==> src/rtl/i2cee_pkg.sv <==
package i2cee_pkg;

  // Classification of one line update against the held levels.
  typedef enum logic [2:0] {
    LN_QUIET    = 3'd0,
    LN_START    = 3'd1,
    LN_STOP     = 3'd2,
    LN_RISE_OK  = 3'd3,
    LN_RISE_BAD = 3'd4
  } line_ev_e;

endpackage

==> src/rtl/i2cee_linecls.sv <==
module i2cee_linecls
  import i2cee_pkg::*;
(
  input  logic     prev_scl,
  input  logic     prev_sda,
  input  logic     nxt_scl,
  input  logic     nxt_sda,
  output line_ev_e ev
);

  always_comb begin
    if (prev_scl && nxt_scl && (prev_sda != nxt_sda)) begin
      // Data moves while the clock is high: a bus condition.
      ev = nxt_sda ? LN_STOP : LN_START;
    end else if (!prev_scl && nxt_scl) begin
      // Clock rising: a bit is valid only if data held still.
      ev = (prev_sda == nxt_sda) ? LN_RISE_OK : LN_RISE_BAD;
    end else begin
      ev = LN_QUIET;
    end
  end

endmodule

==> src/rtl/i2cee_image.sv <==
module i2cee_image #(
  parameter int unsigned BYTE_W  = 8,
  parameter int unsigned IMG_MUL = 37,
  parameter int unsigned IMG_ADD = 11,
  parameter int unsigned IMG_XOR = 92
) (
  input  logic [BYTE_W-1:0] addr,
  output logic [BYTE_W-1:0] rdata
);

  localparam logic [BYTE_W-1:0] XOR_V = BYTE_W'(IMG_XOR);

  // Contents are computed from the address, so no stored table is needed.
  always_comb begin
    rdata = BYTE_W'(32'(addr) * 32'(IMG_MUL) + 32'(IMG_ADD)) ^ XOR_V;
  end

endmodule

==> src/rtl/i2cee_slave.sv <==
module i2cee_slave
  import i2cee_pkg::*;
#(
  parameter int unsigned BYTE_W  = 8,
  parameter int unsigned IMG_MUL = 37,
  parameter int unsigned IMG_ADD = 11,
  parameter int unsigned IMG_XOR = 92
) (
  input  logic clk,
  input  logic rst_n,
  input  logic upd,
  input  logic scl_set,
  input  logic sda_set,
  output logic sda_rd
);

  localparam int unsigned CMD_END = BYTE_W + 1;
  localparam int unsigned ADR_END = 2 * BYTE_W + 1;
  localparam int unsigned TICK_W  = $clog2(ADR_END + 1);
  localparam logic [TICK_W-1:0] T_ONE  = TICK_W'(1);
  localparam logic [TICK_W-1:0] T_CMD  = TICK_W'(CMD_END);
  localparam logic [TICK_W-1:0] T_ADR  = TICK_W'(ADR_END);
  localparam logic [TICK_W-1:0] T_LAST = TICK_W'(ADR_END - 1);

  // Held state
  logic              scl_q, sda_q;
  logic [TICK_W-1:0] tick_q;
  logic [BYTE_W-1:0] cmd_q, addr_q, data_q;
  logic              ack_q;

  // Next state
  logic              scl_n, sda_n;
  logic [TICK_W-1:0] tick_n;
  logic [BYTE_W-1:0] cmd_n, addr_n, data_n;
  logic              ack_n;

  line_ev_e          ev;
  logic [TICK_W-1:0] tick_inc;
  logic [BYTE_W-1:0] fetch_addr, fetch_data;
  logic              idle;
  logic              rise_any;

  i2cee_linecls u_cls (
    .prev_scl (scl_q),
    .prev_sda (sda_q),
    .nxt_scl  (scl_set),
    .nxt_sda  (sda_set),
    .ev       (ev)
  );

  assign fetch_addr = {addr_q[BYTE_W-2:0], sda_set};

  i2cee_image #(
    .BYTE_W  (BYTE_W),
    .IMG_MUL (IMG_MUL),
    .IMG_ADD (IMG_ADD),
    .IMG_XOR (IMG_XOR)
  ) u_img (
    .addr  (fetch_addr),
    .rdata (fetch_data)
  );

  assign tick_inc = tick_q + 1'b1;
  assign idle     = (tick_q == '0) && !ack_q;
  assign rise_any = (ev == LN_RISE_OK) || (ev == LN_RISE_BAD);

  // Next-state logic, evaluated for the update in this cycle.
  always_comb begin
    scl_n  = scl_set;
    sda_n  = sda_set;
    tick_n = tick_q;
    cmd_n  = cmd_q;
    addr_n = addr_q;
    data_n = data_q;
    ack_n  = ack_q;
    if (ev == LN_START) begin
      tick_n = T_ONE;
      cmd_n  = '0;
    end else if (ev == LN_STOP) begin
      // A stop only updates the held levels.
      tick_n = tick_q;
    end else if (idle) begin
      // Waiting for a start.
      tick_n = tick_q;
    end else if (rise_any) begin
      if (ack_q) begin
        sda_n = 1'b0;
        ack_n = 1'b0;
      end else if (ev == LN_RISE_OK) begin
        if (tick_q < T_CMD) begin
          cmd_n  = {cmd_q[BYTE_W-2:0], sda_set};
          tick_n = tick_inc;
          if (tick_inc == T_CMD) begin
            ack_n = 1'b1;
          end
        end else if (tick_q < T_ADR) begin
          if (cmd_q[0]) begin
            sda_n = data_q[BYTE_W-1];
          end
          addr_n = fetch_addr;
          data_n = {data_q[BYTE_W-2:0], 1'b0};
          tick_n = tick_inc;
          if (tick_inc == T_ADR) begin
            data_n = fetch_data;
            ack_n  = 1'b1;
            tick_n = '0;
          end
        end else begin
          sda_n = 1'b0;
        end
      end
    end
  end

  // State registers, loaded only on an update.
  always_ff @(posedge clk or negedge rst_n) begin
    if (!rst_n) begin
      scl_q  <= 1'b1;
      sda_q  <= 1'b1;
      tick_q <= '0;
      cmd_q  <= '0;
      addr_q <= '0;
      data_q <= '0;
      ack_q  <= 1'b0;
    end else if (upd) begin
      scl_q  <= scl_n;
      sda_q  <= sda_n;
      tick_q <= tick_n;
      cmd_q  <= cmd_n;
      addr_q <= addr_n;
      data_q <= data_n;
      ack_q  <= ack_n;
    end
  end

  assign sda_rd = sda_q;


  hold_no_upd_chk: assert property (@(posedge clk) disable iff (!rst_n)
    !upd |=> ($stable(sda_rd) && $stable(tick_q)));


  start_reset_chk: assert property (@(posedge clk) disable iff (!rst_n)
    (upd && ev == LN_START) |=> (tick_q == T_ONE && cmd_q == '0));


  idle_hold_chk: assert property (@(posedge clk) disable iff (!rst_n)
    (upd && idle && ev != LN_START) |=> (tick_q == '0 && !ack_q && $stable(addr_q)));


  bad_rise_chk: assert property (@(posedge clk) disable iff (!rst_n)
    (upd && !ack_q && ev == LN_RISE_BAD) |=> $stable(tick_q));


  ack_drive_chk: assert property (@(posedge clk) disable iff (!rst_n)
    (upd && ack_q && rise_any) |=> (!sda_rd && !ack_q));


  fetch_wrap_chk: assert property (@(posedge clk) disable iff (!rst_n)
    (upd && !ack_q && ev == LN_RISE_OK && tick_q == T_LAST) |=> (tick_q == '0 && ack_q));


  tick_range_chk: assert property (@(posedge clk) disable iff (!rst_n)
    tick_q <= T_LAST);


  read_bit_chk: assert property (@(posedge clk) disable iff (!rst_n)
    (upd && !ack_q && ev == LN_RISE_OK && cmd_q[0] && tick_q >= T_CMD && tick_q < T_ADR)
    |=> (sda_rd == $past(data_q[BYTE_W-1])));


  write_pass_chk: assert property (@(posedge clk) disable iff (!rst_n)
    (upd && !ack_q && ev == LN_RISE_OK && !cmd_q[0] && tick_q >= T_CMD && tick_q < T_ADR)
    |=> (sda_rd == $past(sda_set)));

endmodule

==> config.mk <==
export PLATFORM = sky130hd
export DESIGN_NAME = i2cee_slave
export DESIGN_NICKNAME = d
export VERILOG_FILES = /design/src/rtl/i2cee_pkg.sv /design/src/rtl/i2cee_linecls.sv /design/src/rtl/i2cee_image.sv /design/src/rtl/i2cee_slave.sv
export SDC_FILE = /design/constraint.sdc
export NUM_CORES = 1
export LEC_CHECK = 0
export ABC_CLOCK_PERIOD_IN_PS = 3500
export BUFFER_PORTS_ARGS = -buffer_cell sky130_fd_sc_hd__buf_2
export CORE_ASPECT_RATIO = 1.4
export CORE_MARGIN = 2
export CORE_UTILIZATION = 45
export CTS_BUF_LIST = sky130_fd_sc_hd__clkbuf_2
export DETAILED_ROUTE_END_ITERATION = 10
export GPL_ROUTABILITY_DRIVEN = 0
export PLACE_DENSITY = 0.62
export SLEW_MARGIN = 10
export SYNTH_ARGS = -nofsm -noshare
export SYNTH_HDL_FRONTEND = slang
export SYNTH_SLANG_ARGS = --single-unit
==> constraint.sdc <==
create_clock -name clk -period 3.5 [get_ports clk]
set_clock_uncertainty 0.05 [all_clocks]
set_input_delay 0.7 -clock clk [delete_from_list [all_inputs] [get_ports clk]]
set_output_delay 0.7 -clock clk [all_outputs]
set_load 0.05 [all_outputs]
==> results.md, run 1 <==
- The run finished with clean final reports.
- The cell seen most often among critical-path stages is sky130_fd_sc_hd__ha_1.
- The number of antenna diodes is 0.
- Data on the critical path arrives at its endpoint at 3.34 ns.
- Across every metal layer, demand over resource in global routing totals 0.180.
- The clock latency on the worst-skew pair is 0.36 ns.
- In this run the mean area of a mapped cell was 9.37 um2.
- The count of buffers inserted at the top-level ports is 5.
- The sum of negative setup slack is 0 ns.
- The HPWL after detailed placement is 2.75 mm.
- The peak per-stage delay on the critical path is 0.54 ns.
- Clock tree synthesis found a total of 24 sinks.
- Setup repair after global routing left no endpoint under its margin.
- Dividing the final minimum period by the clock period gives 0.891.
- In this run, the number of DRC markers left after iteration 0 of detailed routing was 40.
- The path class of the tightest hold or removal check is in -> async.
- The largest fanout on the critical path is 4.
- After synthesis the cells add up to 0.00178 mm2.
- Walking the worst path, the cells encountered are ha_1 -> ha_1 -> inv_1 -> fa_1 -> inv_1 -> ha_1 -> ha_1 -> a21oi_1 -> o21ai_0 -> xnor2_1 -> o311ai_0.
- The area used by sequential logic in the layout is 603 um2.
- In this run the tightest slew margin relative to its limit is 0.574.
- For this run, the detailed router's first-pass iteration total came to 4.
- The kind of start point of the critical path is a flip-flop.
- Of the synthesized area, sequential elements account for 0.339.
- Of the cells placed in the final design, the portion with a size suffix greater than 1 is 0.113.
- The number of antenna violations at the first check in global routing is 0.
- The maximum number of pins on one net before global-route repair is 25.
- After detailed routing, the number of remaining DRC violations is 0.
- The routed layout has 1348 vias.
- The routed length per instance is 15.0 um.
- In the final layout, the multi-input gates occupy 0.00111 mm2.
- In this run the cell area measured after placement is 0.00184 mm2.
- After synthesis, the netlist uses 42 different library cells.
- The final count of pins violating max slew is 0.
- The post-synthesis net count is 218.
- From synthesis to final layout, the design area changed by 4.36%.
- In this run the number of H-tree levels came out at 1.
- The register-to-register setup slack is 0.38 ns.
- The path type of the worst setup path is reg -> reg.
- Max-cap violations in this run came to 0.
- At the end of the flow, the number of nets in the layout was 223.
- The sum of buffers and inverters on the critical path is 2.
- The starting density of the core is 0.462.
- The cell with the largest stage delay on the worst path is sky130_fd_sc_hd__fa_1.
- The number of synthesized flops with an enable pin is 0.
- The total routed wirelength is 3.55 mm.
- Across the VDD grid, the largest voltage drop is 0.201 mV.
- During I/O placement, the number of pins put on the boundary was 6.
- For this design, the CTS-stage hold fixing added 0 buffers.
- The count of cells resized by post-cts repair is 0.
- TritonCTS built the clock tree.
- In this run the static leakage power is 0.882 nW.
- The die covers 0.00448 mm2.
- The register bit count reported by yosys is 24.
- In the synthesized netlist the dominant register cell turns out to be sky130_fd_sc_hd__dfrtp_1.
- The clock-pin slew on the worst setup and hold paths is 0.25 ns.
- The count of antenna-violating nets left after detailed routing is 0.
- The share of synthesized area in the top cell type comes to 0.309.
- The post-placement worst setup slack is 0.365 ns.
- The detail-routed via count per cell is 5.69.
- For the pin with the worst max-slew slack, the measured transition is 0.639 ns.
- The height of the chip is 78.4 um.
- After layout, the worst setup slack is 0.382 ns.
- The fill cell instance count of the final layout is 396.
- Clock tree synthesis selected as its root buffer the cell sky130_fd_sc_hd__clkbuf_2.
- The total area inside the core boundary comes to 0.00385 mm2.
- Post-CTS timing repair inserted 0 buffers for setup.
- During synthesis, Yosys emitted a total of 0 warnings.
- In the post-synthesis netlist, the biggest area contributors are sky130_fd_sc_hd__dfrtp_1 (31%), sky130_fd_sc_hd__ha_1 (15%), sky130_fd_sc_hd__nand2_1 (6.7%).
- The final number of setup-violating endpoints is 0.
- The total number of placement rows is 27.
- The power density normalized to cell area is 281 mW/mm2.
- STA puts the critical path data required time at 3.72 ns.
- The total global routing overflow is 0.
- The synthesized instance count is 190.
- The total count of hold-check failures in the final report is 0.
- The buffer depth of the longest clock path is 2.
- For this run, the share of the core covered by cells in the final layout is 0.482.
- sky130_fd_sc_hd__dfrtp_1 takes more of the synthesized area than any other cell.
- The via count of the first global-routing pass was 1403.
- The endpoint type of the worst setup path is a flip-flop.
- The cell class contributing the biggest share of worst-path delay is adder cells.
- Counting flops with an async set or reset pin after synthesis yields a share of 1.00.
- The first global-routing pass estimated 6.38 mm of wire.
- The x dimension of the die is 57.2 um.
- The final instance area is 0.00186 mm2.
- Clock tree synthesis inserted a total of 3 buffers.
- Counting I/O delays and the setup requirement, the final critical path takes 3.12 ns.
- The achievable frequency is 0.321 GHz.
[cells in the mapped netlist, types with 2 or more instances]
cell type,instances
sky130_fd_sc_hd__nor3_1,2
sky130_fd_sc_hd__a21oi_1,9
sky130_fd_sc_hd__dfrtp_1,22
sky130_fd_sc_hd__and2_1,2
sky130_fd_sc_hd__mux2i_1,5
sky130_fd_sc_hd__a31oi_1,2
sky130_fd_sc_hd__a21o_1,3
sky130_fd_sc_hd__xor2_1,2
sky130_fd_sc_hd__o22ai_1,2
sky130_fd_sc_hd__nand3_1,4
sky130_fd_sc_hd__nand2b_1,5
sky130_fd_sc_hd__nand2_1,32
sky130_fd_sc_hd__inv_1,11
sky130_fd_sc_hd__xnor2_1,9
sky130_fd_sc_hd__nor2_1,4
sky130_fd_sc_hd__fa_1,2
sky130_fd_sc_hd__o21ai_0,14
sky130_fd_sc_hd__mux2_2,2
sky130_fd_sc_hd__nor2b_1,5
sky130_fd_sc_hd__dfstp_2,2
sky130_fd_sc_hd__o31ai_1,7
sky130_fd_sc_hd__buf_2,2
sky130_fd_sc_hd__ha_1,21
sky130_fd_sc_hd__clkbuf_1,3
[worst paths after layout]
| kind | cells past startpoint | to | startpoint |
|---|---|---|---|
| max | 11 | data_q[7] | addr_q[3] |
| min | 1 | tick_q[0] | rst_n |
| min reg2reg | 2 | data_q[6] | data_q[6] |
| max reg2reg | 11 | data_q[7] | addr_q[3] |
| max in group asynchronous | 1 | sda_rd | rst_n |
| min in group clk | 2 | data_q[6] | data_q[6] |
[flip-flops by register name (all words and copies together) (netlist names)]
name    flops
sda_rd      1
ack_q       1
addr_q      7
tick_q      5
scl_q       1
cmd_q       1
data_q      8
[worst reg2reg max path, stage by stage (launching register included)]
cell and delay, ns:
sky130_fd_sc_hd__dfrtp_1 0.47, sky130_fd_sc_hd__ha_1 0.31, sky130_fd_sc_hd__ha_1 0.29, sky130_fd_sc_hd__inv_1 0.06
sky130_fd_sc_hd__fa_1 0.54, sky130_fd_sc_hd__inv_1 0.04, sky130_fd_sc_hd__ha_1 0.28, sky130_fd_sc_hd__ha_1 0.35
sky130_fd_sc_hd__a21oi_1 0.14, sky130_fd_sc_hd__o21ai_0 0.11, sky130_fd_sc_hd__xnor2_1 0.14, sky130_fd_sc_hd__o311ai_0 0.27
[area by class of cell]
class / count / share of cell area
Clock buffer: 4 / 0.0108
Inverter: 11 / 0.0222
Multi-Input combinational cell: 149 / 0.596
Sequential cell: 24 / 0.325
Tap cell: 43 / 0.0290
Timing Repair Buffer: 6 / 0.0175
[stage by stage]
| stage | hold slack (ns) | total power, W | std cells |
|---|---|---|---|
| floorplan | 0.354 | 0.000380 | 190 |
| global placement | 0.416 | 0.000404 | 233 |
| detailed placement | 0.420 | 0.000411 | 233 |
| CTS | 0.246 | 0.000526 | 237 |
| global route | 0.255 | 0.000551 | 237 |
| finish | 0.226 | 0.000523 | 237 |
[kinds of logic (layout without fill, tap and decap cells)]
group                    count (synthesis)  in the layout  synth area share
adder cells (fa/ha/maj)                 23             23             0.170
flip-flops                              24             24             0.339
AND/OR/NAND/NOR                         63             63             0.192
multiplexers                             7              7            0.0408
XOR/XNOR                                11             11            0.0541
AO/OA/AOI/OAI                           45             45             0.165
buffers and inverters                   17             21            0.0394
[metal layers]
layer / vias up / routed length, um / global-route usage
li1: 685 / - / -
met4: 0 / 42 / 0.0512
met5: - / 0 / 0
met1: 640 / 1570 / 0.230
met3: 4 / 76 / 0.0165
met2: 19 / 1860 / 0.318
[cell usage in the layout, fill, tap and decap left out, drive strengths merged, types with 6 or more instances in the layout]
master	Yosys	routed
o31ai	7	7
inv	11	11
ha	21	21
a21oi	9	9
o21ai	15	15
dfrtp	22	22
nand2	32	32
nand2b	6	6
buf	3	6
xnor2	9	9
[power by group]
group	internal, W	switching [W]
combinational	0.0000401	0.0000606
sequential	0.000290	0.0000147
clock	0.0000302	0.0000869
No activity file was read; power rests on OpenSTA's default activity.
==> run 2, diff against run 1 <==
--- a/config.mk
+++ b/config.mk
@@ -9,11 +9,11 @@
 export BUFFER_PORTS_ARGS = -buffer_cell sky130_fd_sc_hd__buf_2
 export CORE_ASPECT_RATIO = 1.4
 export CORE_MARGIN = 2
-export CORE_UTILIZATION = 45
+export CORE_UTILIZATION = 37
 export CTS_BUF_LIST = sky130_fd_sc_hd__clkbuf_2
 export DETAILED_ROUTE_END_ITERATION = 10
 export GPL_ROUTABILITY_DRIVEN = 0
-export PLACE_DENSITY = 0.62
+export PLACE_DENSITY = 0.53
 export SLEW_MARGIN = 10
 export SYNTH_ARGS = -nofsm -noshare
 export SYNTH_HDL_FRONTEND = slang
==> run 2 against run 1 <==
Effect of this change:
- sequential share of layout area is 0.52 points lower
- register-to-register slack got worse by 0.02 ns
- final area up 1.6%
- setup slack worse by 0.016 ns
- wire length is 2.8% higher
- first-iteration DRC count increased to 3.3 times the previous value
- critical path type unchanged
- highest routed layer unchanged
==> results.md, run 2 (synthesis results as in run 1) <==
- Status: finished, final reports clean (unchanged).
- Top library cells by usage in the layout, fill and taps aside: sky130_fd_sc_hd__nand2_1 (32), sky130_fd_sc_hd__dfrtp_1 (22), sky130_fd_sc_hd__ha_1 (21) (unchanged).
- The reported net switching power is 0.000162 W (about the same).
- The detail-routed via count per cell is 5.35 (was 5.69).
- The kind of start point of the critical path is a flip-flop (unchanged).
- The most common library cell in the layout ignoring fill and taps is sky130_fd_sc_hd__nand2_1 (unchanged).
- The HPWL after detailed placement came to 2.76 mm (was 2.75 mm).
- The classification of the worst-slack hold path is in -> async (unchanged).
- The cell seen most often among critical-path stages is sky130_fd_sc_hd__ha_1 (unchanged).
- The count of clock tree sinks is 24 (unchanged).
- The leakage power is 0.884 nW (was 0.882 nW).
- The net switching share of the total power is 0.313 (was 0.310).
- The detailed-router iteration count before antenna repair is 4 (unchanged).
- The cell class contributing the biggest share of worst-path delay is adder cells (unchanged).
- The number of cells after detailed placement is 253 (was 233).
- The measured slew at the worst slew-check pin was 0.617 ns (was 0.639 ns).
- The count of routing violations after the opening detailed-route iteration is 130 (was 40).
- The core area is 0.00457 mm2 (was 0.00385 mm2).
- The tightest slew margin relative to the limit is 0.587 (was 0.574).
- The data arrival time at the worst-slack endpoint is 3.34 ns (about the same).
- The die area was 0.00539 mm2 (was 0.00448 mm2).
- The peak per-stage delay on the critical path is 0.52 ns (was 0.54 ns).
- The flip-flop count of the largest register after layout is 8 (unchanged).
- The starting density of the core is 0.389 (was 0.462).
- The number of antenna violations at the first check in global routing is 0 (unchanged).
- The via count of the routed design was 1375 (was 1348).
- The buffer depth of the longest clock path is 2 (unchanged).
- The worst hold slack came to 0.234 ns (was 0.226 ns).
- The total routed wirelength came to 3.65 mm (was 3.55 mm).
- The clock-pin slew on the worst setup and hold paths came to 0.24 ns (was 0.25 ns).
- The register containing the most flip-flops in the final layout was data_q (unchanged).
- The shortest period the worst path allows is 3.13 ns (was 3.12 ns).
- The sum of buffers and inverters on the critical path is 2 (unchanged).
- The count of cells resized by post-cts repair was 0 (unchanged).
- The hold buffer count at CTS is 0 (unchanged).
- The maximum number of pins on one net before global-route repair was 25 (unchanged).
- The count of buffers inserted at the top-level ports was 5 (unchanged).
- The I/O pin count is 6 (unchanged).
- Cell-by-cell trace of the critical path: ha_1 -> ha_1 -> inv_1 -> fa_1 -> inv_1 -> ha_1 -> ha_1 -> a21oi_1 -> o21ai_0 -> xnor2_1 -> o311ai_0 (unchanged).
- The x dimension of the die is 62.6 um (was 57.2 um).
- The critical path required time was 3.70 ns (was 3.72 ns).
- The clock tree from TritonCTS is done (unchanged).
- The clock root buffer is sky130_fd_sc_hd__clkbuf_2 (unchanged).
- The final-stage net count is 224 (was 223).
- The post-CTS repair timing setup buffer count came to 0 (unchanged).
- The achievable frequency is 0.319 GHz (was 0.321 GHz).
- The height of the chip is 86.1 um (was 78.4 um).
- The clock latency on the worst-skew pair is 0.36 ns (about the same).
- The share of power burned in the clock network is 0.217 (was 0.224).
- The total global routing overflow was 0 (unchanged).
- Registers with the most flip-flops: data_q x8, addr_q x7, tick_q x5 (unchanged).
- The total number of placement rows is 29 (was 27).
- The DRC violation count after routing is 0 (unchanged).
- The routed length per instance is 14.2 um (was 15.0 um).
- The sum of negative setup slack is 0 ns (unchanged).
- The largest fanout on the critical path is 4 (unchanged).
- The path type of the worst setup path is reg -> reg (unchanged).
- The power density normalized to cell area is 274 mW/mm2 (was 281 mW/mm2).
- The via count of the first global-routing pass was 1340 (was 1403).
- The part of the power in registers is 0.586 (was 0.583).
- The number of antenna diodes is 0 (unchanged).
- The wire length of the first global-routing pass is 6.36 mm (was 6.38 mm).
- The number of non-filler instances in the completed layout was 257 (was 237).
- The combinational cell fraction of total power is 0.198 (was 0.193).
- The max capacitance violation total is 0 (unchanged).
- The fill cell instance count of the final layout was 472 (was 396).
- The fraction of final layout cells sized beyond drive strength 1 is 0.113 (about the same).
- The final number of setup-violating endpoints is 0 (unchanged).
- The level count of the clock H-tree is 1 (unchanged).
- The register-to-register setup slack was 0.37 ns (was 0.38 ns).
- The ratio of final minimum period to clock period was 0.895 (was 0.891).
- RSZ-0062 raised after global routing: no (unchanged).
- The highest ir drop seen on vdd is 0.145 mV (was 0.201 mV).
- The final count of pins violating max slew is 0 (unchanged).
- The total count of hold-check failures in the final report came to 0 (unchanged).
- The area added between synthesis and finish is 6.04% (was 4.36%).
- The cell internal power dissipation is 0.000355 W (was 0.000360 W).
- The endpoint type of the worst setup path is a flip-flop (unchanged).
- The cell with the largest stage delay on the worst path is sky130_fd_sc_hd__fa_1 (unchanged).
- The count of antenna-violating nets left after detailed routing came to 0 (unchanged).
- The TritonCTS buffer count was 3 (unchanged).
- The overall routing resource usage was 0.152 (was 0.180).
run 2: final timing paths:
kind | start | end | cells after the start
setup / recovery | addr_q[3] | data_q[7] | 11
max in group asynchronous | rst_n | sda_rd | 1
hold / removal | rst_n | addr_q[6] | 1
hold reg to reg | sda_rd | sda_rd | 2
min in group clk | sda_rd | sda_rd | 2
setup reg to reg | addr_q[3] | data_q[7] | 11
run 2: per-stage QoR:
stage	util	total power, W	setup WS, ns	area, um2
after global placement	0.409	0.000407	0.508	1870
after floorplan	-	0.000380	0.598	1780
final	0.413	0.000517	0.367	1890
after detailed placement	0.409	0.000410	0.393	1870
after global routing	0.413	0.000555	0.202	1890
after CTS	0.413	0.000525	0.347	1890
run 2: layout make-up:
type                            count  area, um2  area share
Tap cell                           62       77.6      0.0411
Clock buffer                        3       15.0     0.00795
Clock inverter                      1       3.75     0.00199
Inverter                           11       41.3      0.0219
Multi-Input combinational cell    149       1110       0.586
Timing Repair Buffer                7       40.0      0.0212
Sequential cell                    24        603       0.319
run 2: layer usage:
metal	vias to the layer above	track usage	part of all wire
met5	-	0	0
met4	0	0.0707	0.023
met1	667	0.170	0.44
met2	16	0.282	0.52
met3	7	0.0223	0.020
li1	685	-	-
run 2: power by group through the flow:
stage	Combinational, W	Clock, W	Sequential [W]
floorplan	0.0000707	0	0.000309
global placement	0.0000995	0	0.000307
detailed placement	0.000102	0	0.000308
CTS	0.000103	0.000120	0.000303
global route	0.000118	0.000130	0.000306
finish	0.000102	0.000112	0.000303
==> run 3, diff against run 2 <==
--- a/config.mk
+++ b/config.mk
@@ -5,7 +5,7 @@
 export SDC_FILE = /design/constraint.sdc
 export NUM_CORES = 1
 export LEC_CHECK = 0
-export ABC_CLOCK_PERIOD_IN_PS = 3500
+export ABC_CLOCK_PERIOD_IN_PS = 3100
 export BUFFER_PORTS_ARGS = -buffer_cell sky130_fd_sc_hd__buf_2
 export CORE_ASPECT_RATIO = 1.4
 export CORE_MARGIN = 2
==> constraint.sdc (replaced) <==
create_clock -name clk -period 3.1 [get_ports clk]
set_clock_uncertainty 0.05 [all_clocks]
set_input_delay 0.62 -clock clk [delete_from_list [all_inputs] [get_ports clk]]
set_output_delay 0.62 -clock clk [all_outputs]
set_load 0.05 [all_outputs]
==> run 3 against run 2 <==
Effect of this change:
- sequential power grew 13%
- combinational power grew 15%
- core utilization grew 1.4 points
- power grew 31%
- critical path depth is the same
==> results.md, run 3 (synthesis results as in run 1) <==
- Status: finished, final reports clean (unchanged).
- The total routed wirelength was 3.71 mm (was 3.65 mm).
- The total global routing overflow was 0 (unchanged).
- The cell seen most often among critical-path stages is sky130_fd_sc_hd__ha_1 (unchanged).
- The count of antenna-violating nets left after detailed routing was 0 (unchanged).
- The x dimension of the die is 62.6 um (unchanged).
- The path type of the worst setup path is reg -> reg (unchanged).
- The final number of setup-violating endpoints is 0 (unchanged).
- The HPWL after detailed placement is 2.88 mm (was 2.76 mm).
- The shortest period the worst path allows was 2.94 ns (was 3.13 ns).
- The combinational cell fraction of total power was 0.173 (was 0.198).
- The endpoint type of the worst setup path was a flip-flop (unchanged).
- The reg-to-reg critical path endpoint is data_q[7] (unchanged).
- The TritonCTS buffer count came to 3 (unchanged).
- The die area came to 0.00539 mm2 (unchanged).
- The part of the power in registers is 0.506 (was 0.586).
- The net switching share of the total power is 0.281 (was 0.313).
- The tightest slew margin relative to the limit was 0.583 (was 0.587).
- The reported net switching power is 0.000190 W (was 0.000162 W).
- The cell internal power dissipation came to 0.000486 W (was 0.000355 W).
- The max capacitance violation total is 0 (unchanged).
- The number of antenna diodes came to 0 (unchanged).
- The count of clock tree sinks is 24 (unchanged).
- The worst reg2reg path startpoint is addr_q[3] (unchanged).
- The detail-routed via count per cell is 5.29 (was 5.35).
- The I/O pin count is 6 (unchanged).
- The register containing the most flip-flops in the final layout is data_q (unchanged).
- The count of routing violations after the opening detailed-route iteration is 111 (was 130).
- The met2 layer usage reported by global route was 0.282 (unchanged).
- The final count of pins violating max slew came to 0 (unchanged).
- Top library cells by usage in the layout, fill and taps aside: sky130_fd_sc_hd__nand2_1 (32), sky130_fd_sc_hd__dfrtp_1 (22), sky130_fd_sc_hd__ha_1 (21) (unchanged).
- The peak per-stage delay on the critical path is 0.53 ns (was 0.52 ns).
- The overall routing resource usage is 0.148 (was 0.152).
- The achievable frequency was 0.340 GHz (was 0.319 GHz).
- The starting density of the core was 0.389 (unchanged).
- The cell class contributing the biggest share of worst-path delay is adder cells (unchanged).
- The met1 usage in global routing was 0.164 (was 0.170).
- The ratio of final minimum period to clock period was 0.948 (was 0.895).
- Cell-by-cell trace of the critical path: ha_1 -> ha_1 -> inv_1 -> fa_1 -> inv_1 -> ha_1 -> ha_1 -> a21oi_1 -> o21ai_1 -> xnor2_1 -> o311ai_1 (was ha_1 -> ha_1 -> inv_1 -> fa_1 -> inv_1 -> ha_1 -> ha_1 -> a21oi_1 -> o21ai_0 -> xnor2_1 -> o311ai_0).
- The flip-flop count of the largest register after layout is 8 (unchanged).
- The clock latency on the worst-skew pair was 0.38 ns (was 0.36 ns).
- The buffer depth of the longest clock path is 2 (unchanged).
- The clock tree from TritonCTS is done (unchanged).
- The wire length of the first global-routing pass is 6.29 mm (was 6.36 mm).
- The core area is 0.00457 mm2 (unchanged).
- The highest ir drop seen on vdd was 0.134 mV (was 0.145 mV).
- The kind of start point of the critical path is a flip-flop (unchanged).
- The detailed-router iteration count before antenna repair came to 4 (unchanged).
- The leakage power is 0.922 nW (was 0.884 nW).
- The via count of the routed design is 1385 (was 1375).
- The DRC violation count after routing is 0 (unchanged).
- The total number of placement rows is 29 (unchanged).
- The maximum number of pins on one net before global-route repair was 25 (unchanged).
- The clock-pin slew on the worst setup and hold paths came to 0.27 ns (was 0.24 ns).
- The number of antenna violations at the first check in global routing is 0 (unchanged).
- The measured slew at the worst slew-check pin was 0.625 ns (was 0.617 ns).
- The sum of buffers and inverters on the critical path is 2 (unchanged).
- The met3 track demand over resource in global routing is 0.0249 (was 0.0223).
- The most common library cell in the layout ignoring fill and taps is sky130_fd_sc_hd__nand2_1 (unchanged).
- The sum of negative setup slack is 0 ns (unchanged).
- The area added between synthesis and finish is 9.63% (was 6.04%).
- The level count of the clock H-tree came to 1 (unchanged).
- The count of buffers inserted at the top-level ports is 5 (unchanged).
- The final-stage net count is 229 (was 224).
- The height of the chip came to 86.1 um (unchanged).
- The total count of hold-check failures in the final report is 0 (unchanged).
- Registers with the most flip-flops: data_q x8, addr_q x7, tick_q x5 (unchanged).
- The data arrival time at the worst-slack endpoint is 3.19 ns (was 3.34 ns).
- The global-route layer with the greatest usage is met2 (unchanged).
- The fraction of final layout cells sized beyond drive strength 1 is 0.140 (was 0.113).
- The routed length per instance came to 14.1 um (was 14.2 um).
- The power density normalized to cell area was 346 mW/mm2 (was 274 mW/mm2).
- The clock root buffer is sky130_fd_sc_hd__clkbuf_2 (unchanged).
- The register-to-register setup slack is 0.16 ns (was 0.37 ns).
- The via count of the first global-routing pass is 1353 (was 1340).
- The cell with the largest stage delay on the worst path is sky130_fd_sc_hd__fa_1 (unchanged).
- The critical path required time is 3.36 ns (was 3.70 ns).
- The path depth of the worst reg2reg path is 11 (unchanged).
- The number of non-filler instances in the completed layout is 262 (was 257).
- The largest fanout on the critical path came to 4 (unchanged).
- RSZ-0062 raised after global routing: no (unchanged).
- The share of power burned in the clock network is 0.321 (was 0.217).
- The classification of the worst-slack hold path is in -> async (unchanged).
- The number of cells after detailed placement is 257 (was 253).
## run 3: cell count changes in the layout (fill, tap and decap cells not counted)
cell | before | now
sky130_fd_sc_hd__o311ai_0 | 1 | 0
sky130_fd_sc_hd__clkinv_1 | 1 | 0
sky130_fd_sc_hd__bufinv_16 | 0 | 1
sky130_fd_sc_hd__o21ai_1 | 0 | 1
sky130_fd_sc_hd__o311ai_1 | 0 | 1
sky130_fd_sc_hd__buf_4 | 2 | 7
sky130_fd_sc_hd__o21ai_0 | 14 | 13
## run 3: layout make-up
type,instances,area [um2]
inverter,11,41.3
multi-input combinational,149,1110
clock buffer,3,15.0
sequential,24,603
clock inverter,1,30.0
fill,472,2620
timing repair buffer,12,77.6
tap,62,77.6
## run 3: metal layers
layer  vias up  share of wire
li1        696              -
met1       662           0.42
met2        17           0.53
met3        10          0.027
met4         0          0.021
met5         -              0
## run 3: per-stage QoR
step / total power (W) / cell area, um2 / setup WS [ns] / hold WS (ns) / utilization
after floorplan: 0.000429 / 1780 / 0.198 / 0.274 / -
after global placement: 0.000461 / 1900 / 0.0888 / 0.414 / 0.415
after detailed placement: 0.000464 / 1900 / 0.0623 / 0.427 / 0.415
after CTS: 0.000683 / 1940 / 0.0564 / 0.144 / 0.425
after global routing: 0.000719 / 1950 / 0.0239 / 0.147 / 0.427
final: 0.000676 / 1950 / 0.162 / 0.136 / 0.427
## run 3: worst max path at each step
| stage | from | to | slack (ns) | cells past startpoint |
|---|---|---|---|---|
| 2_1_floorplan | addr_q[3] | data_q[7] | 0.20 | 11 |
| 3_3_place_gp | addr_q[3] | data_q[7] | 0.09 | 11 |
| 3_5_place_dp | addr_q[3] | data_q[7] | 0.06 | 11 |
| 4_1_cts | addr_q[3] | data_q[7] | 0.06 | 11 |
| 5_1_grt | addr_q[3] | data_q[7] | 0.02 | 11 |
| 6_report | addr_q[3] | data_q[7] | 0.16 | 11 |
## run 3: power by group through the flow
stage / logic, W / registers (W) / clock network (W)
6_report: 0.000117 / 0.000342 / 0.000217
5_1_grt: 0.000135 / 0.000345 / 0.000238
4_1_cts: 0.000118 / 0.000342 / 0.000223
3_5_place_dp: 0.000117 / 0.000347 / 0
3_3_place_gp: 0.000114 / 0.000347 / 0
2_1_floorplan: 0.0000798 / 0.000349 / 0
## run 3: timing repair
item,CTS,global route
setup endpoints to repair,0,1
buffers inserted,0,1
endpoints found under the hold margin,0,0
resized for setup,0,2
hold buffers,0,0
